File: src/rtl/deep_exit_pkg.sv
package deep_exit_pkg;

    typedef enum logic [1:0] {
        ST_IDLE_C4     = 2'd0,
        ST_SLOW_WAIT   = 2'd1,
        ST_NORMAL_RAMP = 2'd2,
        ST_DONE        = 2'd3
    } exit_state_e;

    typedef struct packed {
        exit_state_e state;
        logic        done;
    } seq_regs_t;

    typedef struct packed {
        logic stop_n;
        logic sleep_vr;
    } vr_levels_t;

endpackage

File: src/rtl/deep_exit_slow_timer.sv
module deep_exit_slow_timer #(
    parameter int DLY_W = 8
) (
    input  logic             clk_i,
    input  logic             rst_ni,
    input  logic             load_i,
    input  logic [DLY_W-1:0] load_val_i,
    input  logic             run_i,
    output logic             last_o
);
    localparam logic [DLY_W-1:0] ONE = DLY_W'(1);

    logic [DLY_W-1:0] cnt_d, cnt_q;

    always_comb begin
        cnt_d = cnt_q;
        if (load_i) begin
            cnt_d = load_val_i;
        end else if (run_i && cnt_q != '0) begin
            cnt_d = cnt_q - ONE;
        end
    end

    always_ff @(posedge clk_i or negedge rst_ni) begin
        if (!rst_ni) begin
            cnt_q <= '0;
        end else begin
            cnt_q <= cnt_d;
        end
    end

    // Last cycle of the window: the remaining count is one.
    assign last_o = run_i && (cnt_q == ONE);

endmodule

File: src/rtl/deep_exit_ramp_timer.sv
module deep_exit_ramp_timer #(
    parameter int RAMP_CYC = 6
) (
    input  logic clk_i,
    input  logic rst_ni,
    input  logic clear_i,
    input  logic run_i,
    output logic last_o
);
    localparam int RW = (RAMP_CYC > 1) ? $clog2(RAMP_CYC) : 1;

    generate
        if (RAMP_CYC <= 1) begin : g_single
            // A one-cycle ramp ends in the cycle it starts.
            assign last_o = run_i;
        end else begin : g_count
            localparam logic [RW-1:0] LAST_VAL = RW'(RAMP_CYC - 1);
            logic [RW-1:0] cnt_d, cnt_q;

            always_comb begin
                cnt_d = cnt_q;
                if (clear_i) begin
                    cnt_d = '0;
                end else if (run_i && cnt_q != LAST_VAL) begin
                    cnt_d = cnt_q + RW'(1);
                end
            end

            always_ff @(posedge clk_i or negedge rst_ni) begin
                if (!rst_ni) begin
                    cnt_q <= '0;
                end else begin
                    cnt_q <= cnt_d;
                end
            end

            assign last_o = run_i && (cnt_q == LAST_VAL);
        end
    endgenerate

endmodule

File: src/rtl/deep_exit_vr_decode.sv
module deep_exit_vr_decode
    import deep_exit_pkg::*;
(
    input  exit_state_e state_i,
    output vr_levels_t  lv_o
);
    always_comb begin
        unique case (state_i)
            ST_IDLE_C4:     lv_o = '{stop_n: 1'b0, sleep_vr: 1'b1};
            ST_SLOW_WAIT:   lv_o = '{stop_n: 1'b1, sleep_vr: 1'b1};
            ST_NORMAL_RAMP: lv_o = '{stop_n: 1'b1, sleep_vr: 1'b0};
            default:        lv_o = '{stop_n: 1'b1, sleep_vr: 1'b0};
        endcase
    end
endmodule

File: src/rtl/deep_exit_seq.sv
module deep_exit_seq
    import deep_exit_pkg::*;
#(
    parameter int DLY_W    = 8,
    parameter int RAMP_CYC = 6
) (
    input  logic             clk_i,
    input  logic             rst_ni,
    input  logic             sleep_enter_i,
    input  logic             exit_req_i,
    input  logic             slow_evt_i,
    input  logic             fast_evt_i,
    input  logic             slow_en_i,
    input  logic [DLY_W-1:0] slow_dly_i,
    output logic             vr_stop_no,
    output logic             vr_sleep_o,
    output logic             exit_done_o
);
    seq_regs_t  r_d, r_q;
    vr_levels_t lv;
    logic       slow_load, slow_last;
    logic       ramp_clear, ramp_last;
    logic       take_slow;

    // Slow path only when enabled, slow event alone, and a non-zero window.
    assign take_slow = slow_en_i && slow_evt_i && !fast_evt_i && (slow_dly_i != '0);

    always_comb begin
        r_d        = r_q;
        r_d.done   = 1'b0;
        slow_load  = 1'b0;
        ramp_clear = 1'b0;
        unique case (r_q.state)
            ST_IDLE_C4: begin
                if (exit_req_i) begin
                    if (take_slow) begin
                        r_d.state = ST_SLOW_WAIT;
                        slow_load = 1'b1;
                    end else begin
                        r_d.state  = ST_NORMAL_RAMP;
                        ramp_clear = 1'b1;
                    end
                end
            end
            ST_SLOW_WAIT: begin
                if (fast_evt_i || slow_last) begin
                    r_d.state  = ST_NORMAL_RAMP;
                    ramp_clear = 1'b1;
                end
            end
            ST_NORMAL_RAMP: begin
                if (ramp_last) begin
                    r_d.state = ST_DONE;
                    r_d.done  = 1'b1;
                end
            end
            default: begin
                if (sleep_enter_i) begin
                    r_d.state = ST_IDLE_C4;
                end
            end
        endcase
    end

    always_ff @(posedge clk_i or negedge rst_ni) begin
        if (!rst_ni) begin
            r_q <= '{state: ST_IDLE_C4, done: 1'b0};
        end else begin
            r_q <= r_d;
        end
    end

    deep_exit_slow_timer #(.DLY_W(DLY_W)) u_slow (
        .clk_i      (clk_i),
        .rst_ni     (rst_ni),
        .load_i     (slow_load),
        .load_val_i (slow_dly_i),
        .run_i      (r_q.state == ST_SLOW_WAIT),
        .last_o     (slow_last)
    );

    deep_exit_ramp_timer #(.RAMP_CYC(RAMP_CYC)) u_ramp (
        .clk_i   (clk_i),
        .rst_ni  (rst_ni),
        .clear_i (ramp_clear),
        .run_i   (r_q.state == ST_NORMAL_RAMP),
        .last_o  (ramp_last)
    );

    deep_exit_vr_decode u_dec (
        .state_i (r_q.state),
        .lv_o    (lv)
    );

    assign vr_stop_no  = lv.stop_n;
    assign vr_sleep_o  = lv.sleep_vr;
    assign exit_done_o = r_q.done;

endmodule

File: config.mk
export PLATFORM = sky130hd
export DESIGN_NAME = deep_exit_seq
export DESIGN_NICKNAME = d
export VERILOG_FILES = /design/src/rtl/deep_exit_pkg.sv /design/src/rtl/deep_exit_slow_timer.sv /design/src/rtl/deep_exit_ramp_timer.sv /design/src/rtl/deep_exit_vr_decode.sv /design/src/rtl/deep_exit_seq.sv
export SDC_FILE = /design/constraint.sdc
export NUM_CORES = 1
export LEC_CHECK = 0
export ABC_AREA = 1
export BUFFER_PORTS_ARGS = -buffer_cell sky130_fd_sc_hd__buf_2
export CAP_MARGIN = 10
export CORE_UTILIZATION = 50
export CTS_CLUSTER_SIZE = 8
export DETAILED_ROUTE_END_ITERATION = 6
export PLACE_DENSITY = 0.77
export REMOVE_ABC_BUFFERS = 1
export SETUP_SLACK_MARGIN = 0.1
export SYNTH_ARGS = -nofsm -noshare
export SYNTH_HDL_FRONTEND = slang
export SYNTH_HIERARCHICAL = 1
export SYNTH_SLANG_ARGS = --single-unit
export TNS_END_PERCENT = 5
File: constraint.sdc
create_clock -name clk_i -period 1.55 [get_ports clk_i]
set_clock_uncertainty 0.1 [all_clocks]
set_input_delay 0.155 -clock clk_i [delete_from_list [all_inputs] [get_ports clk_i]]
set_output_delay 0.155 -clock clk_i [all_outputs]
set_load 0.01 [all_outputs]
Yosys cells after proc, flatten, opt, wreduce, memory -nomap -nowiden
Index checks and enable logic that the tools add are counted.
Operators by class
  equality and inequality tests: 8
  reductions and logical operators: 16
  add/sub/neg operators: 2
  mux-type cells: 19
Operators by type and width (number)
  8-bit two-way mux: 2
  8-bit nonzero test: 2
  3-bit two-way mux: 3
  8-bit by 1-bit == test with 1-bit output (second input constant): 1
  2-bit two-way mux: 4
  8-bit by 1-bit subtractor with 8-bit output (second input constant): 1
  1-bit logical AND: 7
  1-bit two-way mux: 7
  2-bit inequality test (second input constant): 3
  2-bit one-hot mux with 3 select lines: 1
  2-bit one-hot mux with 2 select lines: 1
  4-bit AND reduction: 1
  2-bit nonzero test: 2
  4-bit nonzero test: 1
  3-bit by 1-bit adder with 3-bit output (second input constant): 1
  3-bit == test (second input constant): 1
  3-bit inequality test (second input constant): 1
  2-bit by 1-bit == test with 1-bit output (second input constant): 1
  2-bit == test (second input constant): 1
  2-bit zero test: 1
  1-bit one-hot mux with 2 select lines: 1
  1-bit zero test: 1
  1-bit logical OR: 1
Storage, ports and cells
  register bits: 14
  input port bits: 15

Logic depth before layout (Yosys ltp)
  depth in word-level cells: 7
  mapped depth: 10
  gate-level depth less buffers: 10

By module
The synthesis kept the hierarchy.
By module, submodules not included
  deep_exit_slow_timer: area an instance 634.4 um2, cells each 90, times used 1
  deep_exit_seq: area an instance 262.8 um2, cells each 44, times used 1
  deep_exit_ramp_timer: area an instance 190.2 um2, cells each 27, times used 1
  deep_exit_vr_decode: area an instance 13.8 um2, cells each 3, times used 1

Worst setup path before layout
Ideal clock, no wire load.
  kind: register -> register
  start point: register r_q[2] in the netlist's numbering
  end point: register u_slow.cnt_q[1]
  stages on the path, launching flop included: 8
  period minus slack after synthesis: 1652 ps
  arrival: 1432 ps
  setup time: 120 ps
  path slack: -102 ps
  cell sequence: dfrtp_1 nor2_1 nand3_1 nor2_1 dlymetal6s2s_1 o21ai_0 nand2_1 o21ai_2
Between the ends
  longest elaborated chain between the ends: 3
RTL lines
  from (decl): line deep_exit_seq.sv:19  | seq_regs_t r_d, r_q;
  from (signal assigned): line deep_exit_seq.sv:67  | r_q <= '{state: ST_IDLE_C4, done: 1'b0};
  from (signal assigned): line deep_exit_seq.sv:69  | r_q <= r_d;
  2-bit zero test *: line deep_exit_seq.sv:33  | unique case (r_q.state)
  1-bit two-way mux *: line deep_exit_seq.sv:33
  named net slow_load: line deep_exit_seq.sv:21  | logic slow_load, slow_last;
  8-bit two-way mux / 2-bit nonzero test (equally long branches)
  to (signal assigned): line deep_exit_slow_timer.sv:28  | cnt_q <= cnt_d;
  to (decl): line deep_exit_slow_timer.sv:13  | logic [DLY_W-1:0] cnt_d, cnt_q;
Mark *: on every way through the listed nets, which the timed path passes. The rest lies on a longest branch.
A chain may end at the register's enable or synchronous reset.

Worst setup path after layout
Ends and elaborated chain as after synthesis.

==> impl_results.md <==
- Yosys cell types: 21
- Post-Route WL: 2740 um
- Placer Congestion: 0.900
- DR WL/cell: 11.8 um
- R2R cell count: 7
- Yosys top cell area share: 31.8%
- Endpoints failing setup: 0
- P per Cell Area: 1870 mW/mm^2
- Overall power: 2.79 mW
- R2R Path Start: r_q[2]
- First-pass GRT wire length: 4770 um
- CTS Buf Count: 3
- DR iter-0 viols: 44
- Worst VDD drop: 1380 uV
- Fin util: 73.7%
- CP Depth: 7
- CP max stage cell: dfrtp_1
- Total Routing Usage GR: 25.7%
- Post-placement worst setup slack: -0.0632 ns
- Vias in the first global route: 1147
- CTS Sinks: 14
- R2R Path End: u_slow/cnt_q[1]
- Status: finished clean
- Mux contribution to synthesized area: 0%
- Fin crit share: 97.6%
- Total gr overflow: 0
- Fin crit period: 1.51 ns
- WP data required: 1.62 ns
- Post-synthesis sequential area ratio: 31.8%
- Area grow syn2layout: 35.3%
- Largest net degree at the start of global routing: 15
- Post-synth EDFFs: 0
- Unrepaired setup endpoints after global routing: true
- Core Rows: 16
- CTS tree: done
- # Max-Cap Violations: 0
- Final hold violation count: 0
- Post-Place Cell Area: 0.00131 mm^2
- H-tree lvl count: 1
- Startpoint Class: flip-flop
- Slew Limit Fails: 0
- Initial Util: 54.5%
- Simple-gate share of the synthesized area: 43.4%
- Register-to-register setup slack: 0.04 ns
- Top cell type by total area after synthesis: dfrtp_1
- Setup total negative slack: 0 ns
- Synth Register Bits: 14
- Largest family of logic cells by synthesized area: simple AND/OR/NAND/NOR gates
- Worst Setup End Kind: flip-flop
- CTS root buf: clkbuf_4
- Via Count: 1146
- Clk buf depth: 2
- Num ports: 18
- CP max stage delay: 0.40 ns
- Adder-Cell Fraction of Synth Area: 5.68%
- Hold EP: u_slow/cnt_q[5]
- Drt pass-1 iters: 4
- Number of port buffers: 17
- CP Class: flip-flop to flip-flop
- DP HPWL: 1980 um
- Synthesized instance count: 164
- Worst hold path stage count: 3
- Ys async rst share: 100%
- Cell area after layout: 0.00149 mm^2
- Crit path buf inv count: 1
- Hold_sp: slow_dly_i[5]
- # nets final: 226
- Yosys warns: 6
- Worst-path maximum fanout: 7
- DR vias/cell: 4.96
- Leakage power: 0.795 nW
- Min setup slack post-route: 0.0377 ns
- Avg Cell Area, Syn: 6.71 um^2
- Worst-Margin Slew: 0.345 ns
- Min-delay worst type: input port to flip-flop
- Clock transition at the registers of the reported paths: 0.08 ns
- Post-synthesis compound-gate area fraction: 8.30%
- Relative slew margins: 77.0%
- CP Data Arrival Time: 1.58 ns
- Family with the most delay on the worst path: simple AND/OR/NAND/NOR gates
- Final ANT Viol Nets: 0
- Initial antenna violation count: 0
- Die Y: 48.9 um
- Ratio of cells with drive above 1 in the final layout: 36.8%
- Die W: 48.9 um
- Ant. Diodes: 0
- Cells along the critical path: nor2_1 -> nand3_2 -> nor2_4 -> buf_4 -> o21ai_0 -> nand2_1 -> o21ai_2
- Core ar.: 0.00202 mm^2
- Main synth FF type: dfrtp_1
- # DRC: 0
- Synth Cell Area: 0.00110 mm^2
- Top-count cell post-synth: nand2_1
- Die area: 0.00239 mm^2
- Clk Latency, worst-skew pair: 0.27 ns
- Maximum clock rate: 661 MHz
- Synth Area in XOR/XNOR: 0.795%
- Most frequent cells after synthesis: 50 x nand2_1, 24 x inv_1, 19 x nor2_1, 17 x nand3_1, 14 x dfrtp_1
- Area contributors post-synth: dfrtp_1 32%, nand2_1 17%, inv_1 8.2%
## worst register-to-register path, stage by stage, from the launching register on
cell and delay (ns):
dfrtp_1 0.40, nor2_1 0.19, nand3_2 0.15, nor2_4 0.14, buf_4 0.17, o21ai_0 0.11
nand2_1 0.10, o21ai_2 0.05
## per-stage QoR
stage | hold WS (ns) | cells
floorplan | -0.241 | 163
global placement | -0.0303 | 221
detailed placement | -0.0183 | 221
CTS | 0.0168 | 229
global route | 0.0287 | 231
finish | 0.0217 | 231
## per-layer routing
| metal | vias up | routed length, um | global-route usage (%) |
|---|---|---|---|
| met5 | - | 0 | 0 |
| li1 | 597 | - | - |
| met1 | 518 | 1230 | 31.6 |
| met4 | 0 | 12 | 10.3 |
| met2 | 29 | 1390 | 44.9 |
| met3 | 2 | 96 | 3.74 |
## state kept, by name, summed over array words and instances, names as in the netlist
name,count
u_slow/cnt_q,8
u_ramp/g_count.cnt_q,3
r_q,2
exit_done_o,1
## cell families after synthesis
kind of cell               count (synthesis)
and+or+nand+nor                          105
adders and majority gates                  5
DFF                                       14
buffers and inverters                     27
AOI/OAI and AO/OA                         12
xor gates and xnor gates                   1
## worst max path at each step
stage,startpoint,to
final,r_q[2],u_slow/cnt_q[1]
after global routing,r_q[2],u_slow/cnt_q[0]
after CTS,r_q[2],u_ramp/g_count.cnt_q[0]
after detailed placement,u_ramp/g_count.cnt_q[1],r_q[1]
after global placement,u_ramp/g_count.cnt_q[1],r_q[1]
after floorplan,r_q[2],u_slow/cnt_q[3]
## layout make-up
type | instances | area (um^2)
tap | 27 | 33.8
clock buffer | 3 | 22.5
multi-input combinational | 123 | 727
timing repair buffer | 38 | 259
sequential | 14 | 350
inverter | 26 | 97.6
fill | 173 | 532
## power breakdown
group,switching [mW],internal (mW)
clock network,0.114,0.0898
logic,1.07,0.846
registers,0.148,0.519
## placed cells by master (no fill, tap or decap), drive strengths merged
master | synthesis | routed
a21oi | 1 | 1
buf | 0 | 37
clkbuf | 0 | 3
dfrtp | 14 | 14
dlygate4sd3 | 0 | 1
ha | 5 | 5
inv | 26 | 26
nand2 | 56 | 56
nand3 | 17 | 17
nand3b | 2 | 2
nand4 | 4 | 4
nor2 | 24 | 24
nor3 | 2 | 2
o21ai | 10 | 10
o22ai | 1 | 1
xnor2 | 1 | 1
## timing repair
item | 4_1_cts | 5_1_grt
setup buffers | 4 | 2
hold buffers | 1 | 0
resized for setup | 9 | 19
pin swaps | 7 | 7
endpoints found under the setup margin | 13 | 14
hold endpoints to repair | 14 | 0
(Power assumes the default switching activity.)
